==> src/rtl/rcPkg.sv <==
package rcPkg;
  typedef struct packed {
    logic loadPtr;
    logic stepPtr;
  } rcStrobes_t;
endpackage

==> src/rtl/rcReverseAdder.sv <==
module rcReverseAdder #(
  parameter int W = 16
) (
  input  logic [W-1:0] opA,
  input  logic [W-1:0] opB,
  input  logic         subSel,
  output logic [W-1:0] sum
);
  localparam int TOP = W - 1;

  logic [W-1:0] bEff;
  logic [W:1]   carry;

  // two's-complement subtract: invert B, inject 1 at the carry entry (MSB)
  assign bEff     = subSel ? ~opB : opB;
  assign carry[W] = subSel;

  for (genvar i = TOP; i >= 0; i--) begin : g_bit
    assign sum[i] = opA[i] ^ bEff[i] ^ carry[i+1];
    if (i > 0) begin : g_carry
      assign carry[i] = (opA[i] & bEff[i]) | (carry[i+1] & (opA[i] ^ bEff[i]));
    end
  end
endmodule

==> src/rtl/rcDatapath.sv <==
module rcDatapath
  import rcPkg::*;
#(
  parameter int W = 16
) (
  input  logic         clk,
  input  logic         rstN,
  input  rcStrobes_t   strobes,
  input  logic [W-1:0] loadValue,
  input  logic [W-1:0] offset,
  input  logic         subSel,
  output logic [W-1:0] ptrOut,
  output logic [W-1:0] nextPtr
);
  logic [W-1:0] ptrQ;

  rcReverseAdder #(.W(W)) adder_i (
    .opA    (ptrQ),
    .opB    (offset),
    .subSel (subSel),
    .sum    (nextPtr)
  );

  always_ff @(posedge clk) begin
    if (!rstN)                ptrQ <= '0;
    else if (strobes.loadPtr) ptrQ <= loadValue;
    else if (strobes.stepPtr) ptrQ <= nextPtr;
  end

  assign ptrOut = ptrQ;
endmodule

==> src/rtl/rcControl.sv <==
module rcControl
  import rcPkg::*;
#(
  parameter int W = 16
) (
  input  logic [W-1:0] modSel,
  input  logic         ptrLoad,
  input  logic         updateEn,
  output rcStrobes_t   strobes,
  output logic         revActive
);
  always_comb begin
    revActive       = (modSel == '0);
    strobes.loadPtr = ptrLoad;
    strobes.stepPtr = updateEn && revActive && !ptrLoad;
  end
endmodule

==> src/rtl/rcAddrUnit.sv <==
module rcAddrUnit
  import rcPkg::*;
#(
  parameter int W = 16
) (
  input  logic         clk,
  input  logic         rstN,
  input  logic [W-1:0] modSel,
  input  logic         ptrLoad,
  input  logic [W-1:0] loadValue,
  input  logic [W-1:0] offset,
  input  logic         subSel,
  input  logic         updateEn,
  output logic [W-1:0] ptrOut,
  output logic [W-1:0] nextPtr,
  output logic         revActive
);
  rcStrobes_t strobes;

  rcControl #(.W(W)) ctrl_i (
    .modSel    (modSel),
    .ptrLoad   (ptrLoad),
    .updateEn  (updateEn),
    .strobes   (strobes),
    .revActive (revActive)
  );

  rcDatapath #(.W(W)) dp_i (
    .clk       (clk),
    .rstN      (rstN),
    .strobes   (strobes),
    .loadValue (loadValue),
    .offset    (offset),
    .subSel    (subSel),
    .ptrOut    (ptrOut),
    .nextPtr   (nextPtr)
  );
endmodule

==> config.mk <==
export PLATFORM = sky130hd
export DESIGN_NAME = rcAddrUnit
export DESIGN_NICKNAME = d
export VERILOG_FILES = /design/src/rtl/rcPkg.sv /design/src/rtl/rcReverseAdder.sv /design/src/rtl/rcDatapath.sv /design/src/rtl/rcControl.sv /design/src/rtl/rcAddrUnit.sv
export SDC_FILE = /design/constraint.sdc
export NUM_CORES = 1
export LEC_CHECK = 0
export ABC_AREA = 1
export BUFFER_PORTS_ARGS = -buffer_cell sky130_fd_sc_hd__buf_2
export CAP_MARGIN = 25
export CORE_MARGIN = 5
export CORE_UTILIZATION = 29
export CTS_CLUSTER_SIZE = 14
export DETAILED_ROUTE_END_ITERATION = 12
export GPL_TIMING_DRIVEN = 0
export MAX_ROUTING_LAYER = met4
export PLACE_DENSITY = 0.61
export SETUP_SLACK_MARGIN = 0.3
export SLEW_MARGIN = 5
export SYNTH_ARGS = -nofsm -noshare
export SYNTH_HDL_FRONTEND = slang
export SYNTH_SLANG_ARGS = --single-unit
==> constraint.sdc <==
create_clock -name clk -period 7.8 [get_ports clk]
set_clock_uncertainty 0.2 [all_clocks]
set_input_delay 0.78 -clock clk [delete_from_list [all_inputs] [get_ports clk]]
set_output_delay 0.78 -clock clk [all_outputs]
set_load 0.05 [all_outputs]
==> metrics.md <==
| Metric | Value |
|---|---|
| Share of layout cells above drive strength 1 | 0.404 |
| #FFs+latches synth | 16 |
| Total I/O pin count | 86 |
| Num CTS Buffers | 3 |
| Setup repair after global routing missed its margin | yes |
| Startpoint type of the worst setup path | input port |
| Worst hold slack across all endpoints | 0.308 ns |
| Hold_buf cts | 0 |
| Max-cap violations | 0 |
| Ratio of routed vias to standard cells | 4.24 |
| TritonCTS clock tree | built |
| Weighted congestion at the end of routability-driven global placement | about 0.78 |
| GR peak layer | met2 |
| Most used flip-flop cell after synthesis | dfxtp_1 |
| LEAKAGE | 1.00 nW |
| Final count of hold timing violations | 0 |
| Power density normalized to cell area | slightly above 200 nW/um2 |
| Number of antenna violations at the first check in global routing | 0 |
| GR Layer Usage met2 | 0.210 |
| Largest area contributor in the netlist | dfxtp_1 |
| DIE WIDTH | around 80 um |
| Worst-path fanout max | 3 |
| Relative slew margins | 0.657 |
| Via count | between 1,500 and 2,000 |
| Average routed wire per standard cell | 11.7 um |
| Worst stage delay on the critical path | 0.40 ns |
| Total number of placement rows | 25 |
| First-pass detailed-route iteration total | 4 |
| Part of the Yosys area used for sequential elements | 0.223 |
| Crit-path leading delay family | adder cells |
| Synthesized Nets | roughly 270 |
| Instance count of the mapped netlist | 201 |
| Detail Placement HPWL | around 3300 um |
| Switching Power | 0.000217 W |
| Synth warnings | 0 |
| Cells taking the most area after synthesis | dfxtp_1 22%, fa_1 20%, nand2_1 12%, xnor2_1 9.2%, inv_1 8.9% |
| Proportion of total power due to net switching | 0.505 |
| Area growth, synth to finish | 47.5% |
| Number of nets in the layout | 360 |
| Global routing met3 resource utilization | 0.0291 |
| Kind of critical path | in2out |
| Async S/R FF share, synth | 0 |
| DRC violation total after the first TritonRoute iteration | between 40 and 50 |
| CTS clock-pin slew for the worst setup and hold paths | approximately 0.060 ns |
| Port-buffer cells | 84 |
| Slowest cell on the critical path | fa_2 |
| Die Height | 80.3 um |
| Worst slack after detailed placement | -0.110 ns |
| Cell seen most often among critical-path stages | fa_2 |
| Antenna Violating Nets Remaining | 0 |
| Worst slew pin tran | 0.515 ns |
| Critical Path, Cell by Cell | buf_6, mux2i_4, fa_2, fa_2, fa_2, fa_2, fa_2, fa_2, fa_2, fa_2, fa_2, fa_2, fa_2, fa_2, fa_2, fa_2, xnor2_1, nand2_1, and2_4, buf_4 |
| Clock network power share | 0.171 |
| Worst-case clock buffer depth | 2 |
| Starting density of the core | 0.302 |
| Nature of the critical path endpoint | output pin |
| Max Freq | 0.132 GHz |
| Final Routed Wirelength | 4200 um |
| Required time at the worst-slack endpoint | 6.82 ns |
| Buffers plus inverters on the worst setup path | 2 |
| Residual overflow from global routing | 0 |
| Result of the run | complete, no violations |
| Global-route wire length before repair | 6760 um |
| Maximum vdd ir drop | 0.134 mV |
| Number of endpoints failing setup at the final stage | 0 |
| Overall fraction of global-route tracks in use | 0.134 |
| Max Transition Viols Final | 0 |
| Final Cycle Share | 0.969 |
| Int Power | roughly 0.00021 W |
| Post-layout min period | 7.56 ns |
| Most used standard cell by instance count after synthesis | nand2_1 |
| Commonest cells in the netlist | 47 x nand2_1, 34 x inv_1, 17 x nand3_1 |
| Maximum number of pins on one net before global-route repair | 11 |
| Layout Utilization | 0.445 |
| Met1 usage | 0.185 |
| Number of H-tree levels | 1 |
| Part of the power in combinational logic | 0.608 |
| Portion of synthesized cell area occupied by the leading cell type | 0.223 |
| Max FFs per register | 16 |
| Number of flops mapped to enable cells by yosys | 0 |
| Worst hold path type | reg2reg |
| Core area | approximately 4800 um2 |
| CTS Sinks | 16 |
| Power share of the sequential group | 0.221 |
| Post-synth cell types | 22 |
| Worst-skew pair later-pin latency | roughly 0.25 ns |
| PnR worst setup slack | around 0.24 ns |
| Mean post-synth cell area | 7.13 um2 |
| Via count of the first global-routing pass | ~1,400 |
| Clock tree root driver cell | clkbuf_8 |
| Area of the mapped netlist | 1430 um2 |
| # diodes | 0 |
| Area of the die | 6450 um2 |
| Number of design rule violations left after detail routing | 0 |
| Critical Path AT | between 6 and 7 ns |
layout by cell type (no fill, tap or decap), types with 10 or more instances in the layout:
master / n
dfxtp_1: 16
a21oi_1: 15
inv_1: 33
buf_2: 82
o21ai_0: 14
nand3_1: 17
nand2_1: 47
nor2_1: 10
fa_2: 14
xnor2_1: 15
worst paths after layout:
| kind | startpoint | to | slack, ns | cells after the start |
|---|---|---|---|---|
| setup reg to reg | dp_i.ptrOut[15]$_SDFFE_PN0P_ | dp_i.ptrOut[0]$_SDFFE_PN0P_ | 1.48 | 21 |
| setup / recovery | offset[15] | nextPtr[0] | 0.24 | 20 |
| hold / removal | dp_i.ptrOut[12]$_SDFFE_PN0P_ | dp_i.ptrOut[12]$_SDFFE_PN0P_ | 0.31 | 2 |
| hold reg to reg | dp_i.ptrOut[12]$_SDFFE_PN0P_ | dp_i.ptrOut[12]$_SDFFE_PN0P_ | 0.31 | 2 |
metrics by stage:
stage | instances | setup TNS, ns | instance area, um2 | power (W)
6_report | 359 | 0 | 2110 | 0.000430
5_1_grt | 359 | 0 | 2110 | 0.000463
4_1_cts | 357 | 0 | 2070 | 0.000428
3_5_place_dp | 352 | -0.110 | 1990 | 0.000352
3_3_place_gp | 352 | -0.0871 | 1990 | 0.000349
2_1_floorplan | 201 | 0 | 1490 | 0.000290
power by group through the flow:
stage	sequential (W)	combinational (W)	clock [W]
finish	0.0000950	0.000261	0.0000735
global route	0.0000963	0.000288	0.0000789
CTS	0.0000949	0.000258	0.0000753
detailed placement	0.0000968	0.000255	0
global placement	0.0000965	0.000253	0
floorplan	0.000120	0.000170	0
layout make-up:
type	count	area, um2
buffer	9	75.1
clock buffer	4	55.1
fill	528	2640
inverter	35	131
multi-input combinational	141	987
sequential	16	320
tap	67	83.8
timing repair buffer	87	462
worst register-to-register path, stage by stage, from the launching register on:
cell     delay, ns
dfxtp_1       0.44
mux2i_4       0.11
fa_2          0.40
fa_2          0.35
fa_2          0.36
fa_2          0.35
fa_2          0.34
fa_2          0.34
fa_2          0.35
fa_2          0.34
fa_2          0.35
fa_2          0.35
fa_2          0.35
fa_2          0.35
fa_2          0.36
fa_2          0.38
xnor2_1       0.16
nand2_1       0.09
nand3_1       0.07
nand2_1       0.05
nand2_1       0.07
a21oi_2       0.05
layer usage:
metal  vias to the layer above  wire (um)
li1                        798          -
met1                       668       1930
met2                        55       1890
met3                         2        363
met4                         0         12
met5                         -          0
kinds of logic (layout without fill, tap and decap cells):
kind of cell | Yosys count | count (layout) | synth area share
AO/OA/AOI/OAI | 30 | 30 | 0.107
XOR/XNOR | 16 | 16 | 0.0977
AND/OR/NAND/NOR | 80 | 80 | 0.246
flip-flops | 16 | 16 | 0.223
multiplexers | 1 | 1 | 0.00698
buffers and inverters | 44 | 135 | 0.123
adder cells (fa/ha/maj) | 14 | 14 | 0.195
timing repair:
| action | 4_1_cts | 5_1_grt |
|---|---|---|
| pin swaps | 1 | 0 |
| endpoints found under the setup margin | 2 | 2 |
| cloned | 0 | 0 |
| resized for setup | 4 | 10 |
| setup buffers | 1 | 2 |
(Power assumes the default switching activity.)
